--- src/rtl/ctx_push_pkg.sv ---
package ctx_push_pkg;

    typedef enum logic [1:0] {
        ST_IDLE  = 2'd0,
        ST_WRITE = 2'd1,
        ST_DONE  = 2'd2
    } push_state_e;

    // number of bytes in the saved context
    localparam int unsigned CTX_BYTES  = 4;
    localparam int unsigned WORD_STEPS = 2;
    localparam int unsigned BYTE_STEPS = 4;

endpackage

--- src/rtl/ctx_push_fmt.sv ---
// Captures the context at acceptance and lays it out as four bytes,
// indexed by offset above S-4.
module ctx_push_fmt #(
    parameter int unsigned PC_W  = 20,
    parameter int unsigned FLG_W = 16
) (
    input  logic                 clk,
    input  logic                 rst_n,
    input  logic                 load_i,
    input  logic [PC_W-1:0]      pc_i,
    input  logic [FLG_W-1:0]     flags_i,
    output logic [3:0][7:0]      img_o
);
    localparam int unsigned PC_HI = PC_W - 1;
    localparam int unsigned FL_HI = FLG_W - 1;

    logic [PC_W-1:0]  pc_q;
    logic [FLG_W-1:0] flags_q;

    always_ff @(posedge clk or negedge rst_n) begin
        if (!rst_n) begin
            pc_q    <= '0;
            flags_q <= '0;
        end else if (load_i) begin
            pc_q    <= pc_i;
            flags_q <= flags_i;
        end
    end

    always_comb begin
        img_o[0] = pc_q[7:0];
        img_o[1] = pc_q[15:8];
        img_o[2] = flags_q[7:0];
        img_o[3] = {flags_q[FL_HI -: 4], pc_q[PC_HI -: 4]};
    end
endmodule

--- src/rtl/ctx_push_step.sv ---
// Maps a step index and mode onto address, data and enables.
module ctx_push_step #(
    parameter int unsigned AW = 16
) (
    input  logic [AW-1:0]   base_i,
    input  logic            odd_i,
    input  logic [1:0]      step_i,
    input  logic [3:0][7:0] img_i,
    output logic [AW-1:0]   addr_o,
    output logic [15:0]     wdata_o,
    output logic [1:0]      be_o
);
    logic [1:0] off;

    always_comb begin
        if (odd_i) begin
            off = 2'd3 - step_i;
        end else begin
            off = step_i[0] ? 2'd0 : 2'd2;
        end
        addr_o = base_i - AW'(4) + AW'(off);
        if (odd_i) begin
            wdata_o = {img_i[off], img_i[off]};
            be_o    = addr_o[0] ? 2'b10 : 2'b01;
        end else begin
            wdata_o = {img_i[off | 2'd1], img_i[off]};
            be_o    = 2'b11;
        end
    end
endmodule

--- src/rtl/ctx_push_ctrl.sv ---
module ctx_push_ctrl
    import ctx_push_pkg::*;
#(
    parameter int unsigned AW = 16
) (
    input  logic          clk,
    input  logic          rst_n,
    input  logic          start_i,
    input  logic          u_sel_i,
    input  logic [AW-1:0] usp_i,
    input  logic [AW-1:0] isp_i,
    input  logic          ready_i,
    output logic          accept_o,
    output logic [AW-1:0] base_o,
    output logic          odd_o,
    output logic [1:0]    step_o,
    output logic          req_o,
    output logic          done_o,
    output logic [AW-1:0] sp_o,
    output logic          user_o
);
    push_state_e   state_q, state_n;
    logic [1:0]    step_q;
    logic [AW-1:0] base_q;
    logic [AW-1:0] sp_q;
    logic          user_q;
    logic          last_step;
    logic          hs;

    assign last_step = base_q[0] ? (step_q == 2'(BYTE_STEPS - 1))
                                 : (step_q == 2'(WORD_STEPS - 1));
    assign hs        = (state_q == ST_WRITE) && ready_i;
    assign accept_o  = (state_q == ST_IDLE) && start_i;

    // next state
    always_comb begin
        state_n = state_q;
        unique case (state_q)
            ST_IDLE:  if (start_i) state_n = ST_WRITE;            // T_ACCEPT
            ST_WRITE: if (ready_i && last_step) state_n = ST_DONE; // T_LAST / T_NEXT
            ST_DONE:  state_n = ST_IDLE;                          // T_RETURN
            default:  state_n = ST_IDLE;
        endcase
    end

    // state register and captured context
    always_ff @(posedge clk or negedge rst_n) begin
        if (!rst_n) begin
            state_q <= ST_IDLE;
            step_q  <= '0;
            base_q  <= '0;
            sp_q    <= '0;
            user_q  <= 1'b0;
        end else begin
            state_q <= state_n;
            if (accept_o) begin
                base_q <= u_sel_i ? usp_i : isp_i;
                user_q <= u_sel_i;
                step_q <= '0;
            end else if (hs && !last_step) begin
                step_q <= step_q + 2'd1;
            end
            if (hs && last_step) begin
                sp_q <= base_q - AW'(4);
            end
        end
    end

    // outputs
    always_comb begin
        req_o  = (state_q == ST_WRITE);
        done_o = (state_q == ST_DONE);
        base_o = base_q;
        odd_o  = base_q[0];
        step_o = step_q;
        sp_o   = sp_q;
        user_o = user_q;
    end
endmodule

--- src/rtl/ctx_push.sv ---
module ctx_push #(
    parameter int unsigned AW    = 16,
    parameter int unsigned PC_W  = 20,
    parameter int unsigned FLG_W = 16
) (
    input  logic             clk,
    input  logic             rst_n,
    input  logic             start_i,
    input  logic             u_sel_i,
    input  logic [AW-1:0]    usp_i,
    input  logic [AW-1:0]    isp_i,
    input  logic [FLG_W-1:0] flags_i,
    input  logic [PC_W-1:0]  pc_i,
    output logic             mem_req_o,
    output logic [AW-1:0]    mem_addr_o,
    output logic [15:0]      mem_wdata_o,
    output logic [1:0]       mem_be_o,
    input  logic             mem_ready_i,
    output logic [AW-1:0]    sp_o,
    output logic             sp_user_o,
    output logic             done_o
);
    logic          accept;
    logic [AW-1:0] base;
    logic          odd;
    logic [1:0]    step;
    logic [3:0][7:0] img;

    ctx_push_ctrl #(.AW(AW)) u_ctrl (
        .clk      (clk),
        .rst_n    (rst_n),
        .start_i  (start_i),
        .u_sel_i  (u_sel_i),
        .usp_i    (usp_i),
        .isp_i    (isp_i),
        .ready_i  (mem_ready_i),
        .accept_o (accept),
        .base_o   (base),
        .odd_o    (odd),
        .step_o   (step),
        .req_o    (mem_req_o),
        .done_o   (done_o),
        .sp_o     (sp_o),
        .user_o   (sp_user_o)
    );

    ctx_push_fmt #(.PC_W(PC_W), .FLG_W(FLG_W)) u_fmt (
        .clk     (clk),
        .rst_n   (rst_n),
        .load_i  (accept),
        .pc_i    (pc_i),
        .flags_i (flags_i),
        .img_o   (img)
    );

    ctx_push_step #(.AW(AW)) u_step (
        .base_i  (base),
        .odd_i   (odd),
        .step_i  (step),
        .img_i   (img),
        .addr_o  (mem_addr_o),
        .wdata_o (mem_wdata_o),
        .be_o    (mem_be_o)
    );
endmodule

--- config.mk ---
export PLATFORM = sky130hd
export DESIGN_NAME = ctx_push
export DESIGN_NICKNAME = d
export VERILOG_FILES = /design/src/rtl/ctx_push_pkg.sv /design/src/rtl/ctx_push_fmt.sv /design/src/rtl/ctx_push_step.sv /design/src/rtl/ctx_push_ctrl.sv /design/src/rtl/ctx_push.sv
export SDC_FILE = /design/constraint.sdc
export NUM_CORES = 1
export LEC_CHECK = 0
export ABC_CLOCK_PERIOD_IN_PS = 2800
export BUFFER_PORTS_ARGS = -buffer_cell sky130_fd_sc_hd__buf_2
export CAP_MARGIN = 0
export CORE_MARGIN = 2
export CORE_UTILIZATION = 47
export CTS_BUF_LIST = sky130_fd_sc_hd__clkbuf_16
export CTS_CLUSTER_DIAMETER = 120
export CTS_CLUSTER_SIZE = 40
export DETAILED_ROUTE_END_ITERATION = 6
export PLACE_DENSITY = 0.84
export SYNTH_ARGS = -nofsm -noshare
export SYNTH_HDL_FRONTEND = slang
export SYNTH_HIERARCHICAL = 1
export SYNTH_SLANG_ARGS = --single-unit
--- constraint.sdc ---
create_clock -name clk -period 2.8 [get_ports clk]
set_input_delay 0.14 -clock clk [delete_from_list [all_inputs] [get_ports clk]]
set_output_delay 0.14 -clock clk [all_outputs]
set_load 0.03 [all_outputs]
Word-level counts from Yosys, hierarchy flattened --
Index checks and enable logic that the tools add are counted.
Cells by class: $add $sub $neg 4, multiply operators 0, div/mod/pow operators 0, order comparisons 2, equal/unequal tests 6, shifts and indexed selects 0, muxes and demuxes 16, bitwise operators 0, reductions and logical operators 9
Operator list (count):
- $mux W16 | 2
- $mux W8 | 3
- $add A16 B2 Y16 | 1
- $bmux W8 S2 | 1
- $mux W2 | 8
- $sub A16 B3 Y16 const B | 1
- $lt A2 B3 Y1 const B | 2
- $logic_and A1 B1 Y1 | 5
- $eq A2 B1 Y1 const B | 2
- $eq A2 B2 Y1 const B | 2
- $pmux W2 S2 | 1
- $add A2 B1 Y2 const B | 1
- $logic_not A2 Y1 | 1
- $ne A2 B1 Y1 const B | 1
- $ne A2 B2 Y1 const B | 1
- $reduce_and A2 Y1 | 1
- $reduce_bool A2 Y1 | 1
- $sub A2 B2 Y2 const A | 1
- $logic_not A1 Y1 | 1
- $mux W1 | 1
Storage, ports and cells: register bits after elaboration 73, latch bits 0, bits in writable memories 0, bits in read-only memories 0, input bits 73, output and inout port bits 53, logic and storage cells 44, memories kept 0

Depth between registers and ports, before layout --
Gate-level depths: netlist of run 1.
depth after elaboration 6, mapped depth 10, depth with buffers taken out 7

Hierarchy --
Netlist of run 1, hierarchy kept.
Modules (own cells, without submodules):
- ctx_push_ctrl | times used 1, cells an instance 179, area each 1757.9 um^2, seq. area each 925.9 um^2
- ctx_push_fmt | times used 1, cells an instance 68, area each 1345.0 um^2, seq. area each 800.8 um^2
- ctx_push_step | times used 1, cells an instance 124, area each 964.7 um^2, seq. area each 0.0 um^2

Worst setup path after synthesis of run 1 --
Ideal clock, no wire load.
path kind register -> output, from reg u_ctrl.base_q[0], in the netlist u_ctrl/base_o[0], to out mem_addr_o[8], data arrival time 2892 ps, data required time 2660 ps, setup slack -232 ps, cell stages (with the launch flop) 10, path buffers 4, path through dfrtp_1 > clkbuf_1 > nor2b_1 > clkbuf_1 > a21oi_1 > buf_2 > fa_1 > or4_1 > buf_4 > o21ai_0
On the way: cells in the longest elaborated chain, start to end 2
Ends and longest elaborated chain:
- from (decl) | line ctx_push_ctrl.sv:24 | logic [AW-1:0] base_q;
- from (signal assigned) | line ctx_push_ctrl.sv:57 | base_q <= u_sel_i ? usp_i : isp_i;
- $sub A16 B3 Y16 / $mux W2 (equally long branches) | line ctx_push_step.sv:21, ctx_push_step.sv:16
- $add A16 B2 Y16 * | line ctx_push_step.sv:21 | addr_o = base_i - AW'(4) + AW'(off);
- to (decl) | line ctx_push.sv:15 | output logic [AW-1:0] mem_addr_o,
Every way passes the cells marked *; elsewhere a longest branch is shown, timed or not.

Worst setup path after layout of run 1 --
from reg u_ctrl.base_q[0], in the netlist u_ctrl/base_o[0], to out mem_addr_o[14]
The elaborated chain is that of the path after synthesis.

==> results of run 1 <==
## cells by family after synthesis
kind of cell	count (synthesis)
fa+ha+maj	4
simple gates	95
flops	69
mux	74
buf+inv	37
xor+xnor	24
compound gates	68
## synth_stat cells (2+ instances only)
| library cell | n |
|---|---|
| buf_4 | 4 |
| xnor2_1 | 12 |
| nand4_1 | 4 |
| and2_1 | 3 |
| buf_6 | 2 |
| or3_1 | 2 |
| mux2_4 | 30 |
| nor4_1 | 4 |
| nand2b_1 | 4 |
| inv_1 | 10 |
| ha_1 | 3 |
| a32o_1 | 7 |
| dfrtp_1 | 69 |
| or4_1 | 2 |
| a221o_1 | 7 |
| o21ai_0 | 21 |
| xor2_1 | 12 |
| nor3_2 | 2 |
| o211ai_1 | 7 |
| nand3_1 | 6 |
| mux2_2 | 4 |
| a31oi_1 | 2 |
| or4_4 | 2 |
| a21oi_1 | 18 |
| buf_12 | 3 |
| nand2_1 | 28 |
| nor2b_1 | 4 |
| nor2_1 | 28 |
| clkbuf_1 | 13 |
| mux2i_1 | 40 |
| buf_2 | 4 |
## routing by layer
layer  wire length [um]  global-route usage [%]  part of all wire (%)  up-vias
met5                  0                       0                     0        -
met4                127                   5.092                   1.3        0
met3                555                   4.986                   5.6       10
met2               4772                   34.03                    48      114
met1               4461                   29.59                    45     1587
li1                   -                       -                     -     1566
## state kept, by name, summed over array words and instances (netlist names)
name and flops:
u_ctrl/step_o 2, u_ctrl/sp_o 16, u_ctrl/user_o 1, u_fmt/flags_q 12, u_ctrl/state_q 2, u_fmt/pc_q 20, u_ctrl/base_o 16
## stage by stage
stage	hold WS (ns)	setup TNS (ns)	util [%]	power [W]	std cells
2_1_floorplan	-0.1556	0	-	0.005164	371
3_3_place_gp	0.06185	0	57.91	0.006152	584
3_5_place_dp	0.08711	0	57.91	0.006287	584
4_1_cts	0.04124	0	61.59	0.007411	601
5_1_grt	0.03198	-0.5270	62.31	0.007927	602
6_report	0.04436	-0.01938	62.31	0.007484	602
## critical path, cell delays in order (launching register included)
cell and delay, ns:
dfrtp_2 0.45, nand2b_4 0.09, inv_2 0.04, ha_2 0.18
fa_2 0.39, or4_4 0.61, nor4_4 0.29, xor2_2 0.17
buf_6 0.15
## where the power goes
group / internal, W / switching [W] / leakage (nW)
combinational: 0.00172 / 0.00255 / 1.60
clock: 0.000682 / 0.000404 / 0.135
sequential: 0.00149 / 0.000639 / 0.809
## final cells by class
cell class                 instances  area (um2)  share of cell area, %
multi-input combinational        265        2227                  43.07
sequential                        69        1728                  33.41
timing repair buffer             136       752.0                  14.54
clock buffer                       9       225.2                  4.355
tap                              105       131.4                  2.541
clock inverter                     7       66.31                  1.282
inverter                          11       41.29                 0.7985
## final timing paths
check	start	endpoint
setup / recovery	u_ctrl/base_o[0]$_DFFE_PN0P_	mem_addr_o[14]
hold / removal	flags_i[4]	u_fmt/flags_q[4]$_DFFE_PN0P_
setup reg to reg	u_ctrl/base_o[5]$_DFFE_PN0P_	u_ctrl/sp_o[14]$_DFFE_PN0P_
hold reg to reg	u_ctrl/sp_o[5]$_DFFE_PN0P_	u_ctrl/sp_o[5]$_DFFE_PN0P_
max in group asynchronous	rst_n	u_ctrl/base_o[0]$_DFFE_PN0P_
min in group asynchronous	rst_n	u_ctrl/base_o[11]$_DFFE_PN0P_
## repair_timing
item | in CTS | in global routing
pin swaps | 0 | 4
setup buffers | 0 | 1
hold buffers | 1 | 0
endpoints found under the hold margin | 14 | 0
endpoints found under the setup margin | 5 | 10
resized for setup | 1 | 16
## placed cells by master, fill, tap and decap left out, drive strengths merged, types with 2 or more instances in the layout
| cell | n |
|---|---|
| ha | 3 |
| nand2b | 4 |
| a32o | 7 |
| mux2 | 34 |
| inv | 11 |
| buf | 135 |
| nand3 | 6 |
| clkinv | 3 |
| or3 | 3 |
| dfrtp | 69 |
| mux2i | 40 |
| xnor2 | 12 |
| and2 | 3 |
| nor2b | 4 |
| a221o | 7 |
| nor3 | 3 |
| a31oi | 2 |
| or4 | 4 |
| nor2 | 28 |
| nand4 | 4 |
| clkinvlp | 3 |
| o211ai | 7 |
| xor2 | 12 |
| clkbuf | 9 |
| o21ai | 22 |
| nor4 | 5 |
| nand2 | 28 |
| a21oi | 18 |
==> flow_summary_export.csv, run 1 <==
group,metric,value,unit
floorplan,die_y,97.03,um
clock_tree,clock-sinks,69,
worst_setup_path,crit_required,2.66,ns
hold_path,whs_path_depth,2,
drt,vias,3277,
place,place_area,0.004806,mm2
synthesis,async_flop_share,100.0,%
clock_tree,cts_buffers,9,
place,dp_slack,0.2238,ns
grt,first_global_vias,3286,
flow_run,maxCapViolations,0,
final_layout,drive_gt1_share,42.05,%
grt,grt_usage,21.31,%
drt,wl_per_cell,16.47,um
clock_tree,cts_htree_levels,3,
worst_setup_path,arrival,2.68,ns
final_layout,nets,569,
drt,final_antenna_net_count,0,
timing,finalHoldViolations,0,
synthesis,synth-xor-area-share,5.168,%
synthesis,synth-seq-area-share,42.45,%
worst_setup_path,regToRegSetupSlack,0.74,ns
synthesis,ys_top_cells_by_area,"dfrtp_1 (42%), mux2_4 (11%), mux2i_1 (9.8%), nand2_1 (2.6%), nor2_1 (2.6%)",
timing,setup_slack,-0.01938,ns
drt,drt_iter0_markers,179,
synthesis,synth_top_area_share,42.45,%
timing,skew,0.006081,ns
clock_tree,cts-root-buf,"clkbuf_16",
worst_setup_path,worstSetupStartpointType,"flip-flop",
clock_tree,clock_latency,0.32,ns
drt,viasPerCell,5.444,
timing,slew_violations,0,
synthesis,synth_cell_types,45,
worst_setup_path,reg2regPathDepth,5,
final_layout,area_growth,27.13,%
worst_setup_path,endpoint_kind,"output pin",
place,dp_hpwl,7313,um
drt,drt-total-wl,9916,um
synthesis,syn_nets,448,
power_and_ir_drop,power_leakage,2.545,nW
final_layout,diodes,0,
timing,period_needed,2.819,ns
worst_setup_path,crit_fanout,7,
synthesis,synth_simple_gate_area_share,12.43,%
hold_path,timing.hold.worst.class,"in2reg",
synthesis,syn_area_per_cell,10.96,um2
synthesis,yosysWarnings,6,
floorplan,die_area,0.009415,mm2
floorplan,die_w,97.03,um
clock_tree,clkTransAtPathRegs,0.06,ns
timing,setup_viol,1,
synthesis,syn_area,0.004068,mm2
synthesis,synth-edff-count,0,
floorplan,rows,33,
drt,firstDrtPassIters,5,
synthesis,synth_top_family_by_area,"multiplexers",
place,gp_congestion,0.8281,
timing,rsz0062_at_grt,"true",
power_and_ir_drop,vdd_drop_max,0.9218,mV
floorplan,ios,126,
grt,grt_pass1_wl,16320,um
synthesis,yosysTopAreaCell,"dfrtp_1",
synthesis,synth-adder-area-share,1.415,%
drt,drc,0,
synthesis,synthMuxAreaShare,22.02,%
timing,fmax,354.7,MHz
floorplan,initial_core_util,49.01,%
grt,grt_max_degree,69,
run_status,violations,"setup timing",
final_layout,final_cell_area,0.005171,mm2
floorplan,coreArea,0.008299,mm2
place,port_buffers,121,
synthesis,ys.flop_type,"dfrtp_1",
final_layout,nFillCells,668,
clock_tree,tritoncts,"built",
timing,finalCritPeriodShare,100.7,%
timing,maxSlewHeadroom,57.95,%
timing,worst_pin_slew,0.6250,ns
synthesis,ys_ff_latch,69,
worst_setup_path,path_class,"reg2out",
grt,antenna_found_initial,0,
synthesis,netlist_instances,371,
grt,grt_overflow,0,
synthesis,synth_compound_area_share,11.04,%
clock_tree,clockBufferDepth,2,
run_status,run_status,"finished with violations",
power_and_ir_drop,p_per_area,1447,mW/mm2
Power figures use the tool's default switching activity.
==> inputs of run 2 (changes only) <==
Settings changed: SYNTH_HIERARCHICAL 1 to not set.
==> flow_summary_export.csv, run 2 <==
group,metric,value,unit
floorplan,die_y,96.67,um
timing,fmax,354.2,MHz
floorplan,die_area,0.009345,mm2
synthesis,syn_area,0.004036,mm2
drt,drc,0,
worst_setup_path,cp_slowest_stage_delay,0.50,ns
place,dp_hpwl,7218,um
clock_tree,clock_latency,0.33,ns
clock_tree,clock-sinks,69,
hold_path,whs_path_depth,2,
synthesis,synth_top_area_share,42.78,%
power_and_ir_drop,power_leakage,2.513,nW
grt,antenna_found_initial,0,
worst_setup_path,slowest_stage,"or4_4",
hold_path,min_from,"pc_i[0]",
grt,grt_pass1_wl,17260,um
final_layout,regMostFlops,"u_fmt.pc_q",
clock_tree,clockBufferDepth,2,
final_layout,nets,609,
final_layout,largest_reg_flops,20,
timing,worst_pin_slew,0.6630,ns
worst_setup_path,cp_num_buf_inv,2,
floorplan,initial_core_util,48.88,%
grt,grt_usage,22.47,%
drt,drt_iter0_markers,256,
timing,maxSlewHeadroom,55.80,%
clock_tree,cts_buffers,9,
place,port_buffers,121,
grt,first_global_vias,3584,
final_layout,diodes,0,
worst_setup_path,crit_required,2.66,ns
final_layout,area_growth,32.73,%
worst_setup_path,reg2regPathDepth,6,
final_layout,nFillCells,626,
worst_setup_path,path_cells,"buf_6 -> or4_4 -> nor3_1 -> o21ai_1 -> a211oi_4 -> nand4_1 -> xnor2_2 -> buf_4",
synthesis,ys_ff_latch,69,
final_layout,final_common_cell,"buf_2",
worst_setup_path,arrival,2.68,ns
synthesis,yosysTopAreaCell,"dfrtp_1",
drt,firstDrtPassIters,4,
floorplan,rows,33,
worst_setup_path,path_class,"reg2out",
floorplan,coreArea,0.008258,mm2
final_layout,layoutNonFillerInstCount,640,
synthesis,async_flop_share,100.0,%
place,gp_congestion,0.9464,
synthesis,syn_nets,484,
clock_tree,cts_htree_levels,3,
grt,grt_max_degree,69,
timing,hold_ws,0.03413,ns
drt,final_antenna_net_count,0,
power_and_ir_drop,p_per_area,1408,mW/mm2
clock_tree,tritoncts,"built",
synthesis,ys.flop_type,"dfrtp_1",
timing,period_needed,2.824,ns
final_layout,drive_gt1_share,42.80,%
worst_setup_path,regToRegSetupSlack,0.54,ns
worst_setup_path,endpoint_kind,"output pin",
drt,vias,3502,
drt,drt-total-wl,10750,um
worst_setup_path,r2r_end,"u_ctrl.sp_o[13]$_DFFE_PN0P_",
hold_path,min_to,"u_fmt.pc_q[0]$_DFFE_PN0P_",
run_status,violations,"setup timing",
timing,rsz0062_at_grt,"true",
clock_tree,cts-root-buf,"clkbuf_16",
clock_tree,clkTransAtPathRegs,0.06,ns
worst_setup_path,worstSetupStartpointType,"flip-flop",
floorplan,ios,126,
run_status,run_status,"finished with violations",
synthesis,yosysWarnings,0,
timing,slew_violations,0,
drt,viasPerCell,5.472,
drt,wl_per_cell,16.80,um
flow_run,maxCapViolations,0,
synthesis,synth-seq-area-share,42.78,%
synthesis,synth-edff-count,0,
final_layout,final_cell_mix,"buf_2 (115), dfrtp_1 (66), nand2_1 (41), mux2i_1 (34), mux2_2 (33)",
hold_path,timing.hold.worst.class,"in2reg",
synthesis,synth_cell_types,49,
place,dpl.cell_count,616,
timing,skew,0.004374,ns
timing,setup_viol,2,
synthesis,yosysMostFrequentCell,"dfrtp_1",
synthesis,syn_area_per_cell,9.966,um2
worst_setup_path,critPathTopFamily,"simple AND/OR/NAND/NOR gates",
grt,grt_overflow,0,
power_and_ir_drop,vdd_drop_max,0.9038,mV
timing,finalHoldViolations,0,
timing,setup_slack,-0.02364,ns
synthesis,ys_top_cells_by_area,"dfrtp_1 (43%), mux2_2 (9.2%), mux2i_1 (8.9%), nand2_1 (3.9%), xnor2_1 (3.9%)",
worst_setup_path,worstReg2RegStart,"u_ctrl.base_o[2]$_DFFE_PN0P_",
timing,finalCritPeriodShare,100.8,%
synthesis,netlist_instances,405,
synthesis,synth_commonest_cells,"dfrtp_1 (69), nand2_1 (42), mux2i_1 (36), mux2_2 (33)",
floorplan,die_w,96.67,um
worst_setup_path,crit_fanout,8,
-- run 2: layout make-up --
| cell class | count | area (um2) | area share [%] |
|---|---|---|---|
| Multi-Input combinational cell | 301 | 2354 | 43.93 |
| Sequential cell | 69 | 1730 | 32.30 |
| Timing Repair Buffer | 142 | 800.8 | 14.95 |
| Clock buffer | 9 | 225.2 | 4.204 |
| Tap cell | 105 | 131.4 | 2.452 |
| Clock inverter | 7 | 90.09 | 1.681 |
| Inverter | 7 | 26.28 | 0.4904 |
-- run 2: cells by family after synthesis --
group	synth area share, %
simple gates	14.66
compound gates	12.68
mux	18.13
flops	42.78
buf+inv	3.657
xor+xnor	6.045
fa+ha+maj	2.046
-- run 2: worst max-delay path by stage --
stage / start / end / slack (ns) / cells after the start
final: u_ctrl.base_o[2]$_DFFE_PN0P_ / mem_addr_o[15] / -0.02 / 8
after global routing: u_ctrl.base_o[3]$_DFFE_PN0P_ / mem_addr_o[15] / -0.13 / 10
after CTS: u_ctrl.base_o[0]$_DFFE_PN0P_ / mem_addr_o[12] / 0.008 / 9
after detailed placement: u_ctrl.base_o[3]$_DFFE_PN0P_ / mem_addr_o[12] / 0.23 / 9
after global placement: u_ctrl.base_o[3]$_DFFE_PN0P_ / mem_addr_o[12] / 0.27 / 9
after floorplan: u_ctrl.step_o[0]$_DFFE_PN0P_ / mem_addr_o[15] / 0.02 / 9
-- run 2: stage by stage --
stage	instance area, um2	utilization [%]	worst slack, ns	total power, W	setup TNS [ns]
finish	5358	64.88	-0.02364	0.007544	-0.04154
global route	5358	64.88	-0.1251	0.007977	-0.7147
CTS	5234	63.38	0.008115	0.007355	0
detailed placement	4810	58.24	0.2344	0.006006	0
global placement	4810	58.24	0.2685	0.005845	0
floorplan	4068	-	0.01758	0.004887	0
-- run 2: power breakdown --
| group | leakage, nW | internal [W] | switching (W) | total, W |
|---|---|---|---|---|
| sequential | 0.811 | 0.00149 | 0.000487 | 0.00197 |
| combinational | 1.55 | 0.00161 | 0.00276 | 0.00437 |
| clock | 0.153 | 0.000774 | 0.000430 | 0.00120 |
-- run 2: repair_timing --
item                                    4_1_cts  5_1_grt
endpoints found under the hold margin        29        0
resized for setup                            20       20
endpoints found under the setup margin        6        8
pin swaps                                     5        4
setup buffers                                 1        6
hold buffers                                  1        0
-- run 2: layer usage --
layer	routed length, um	part of all wire, %	track usage, %	vias to the layer above
met5	0	0	0	-
met3	709	6.6	4.263	32
met1	4217	39	27.21	1651
li1	-	-	-	1669
met2	5419	50	38.03	150
met4	402	3.7	11.70	0
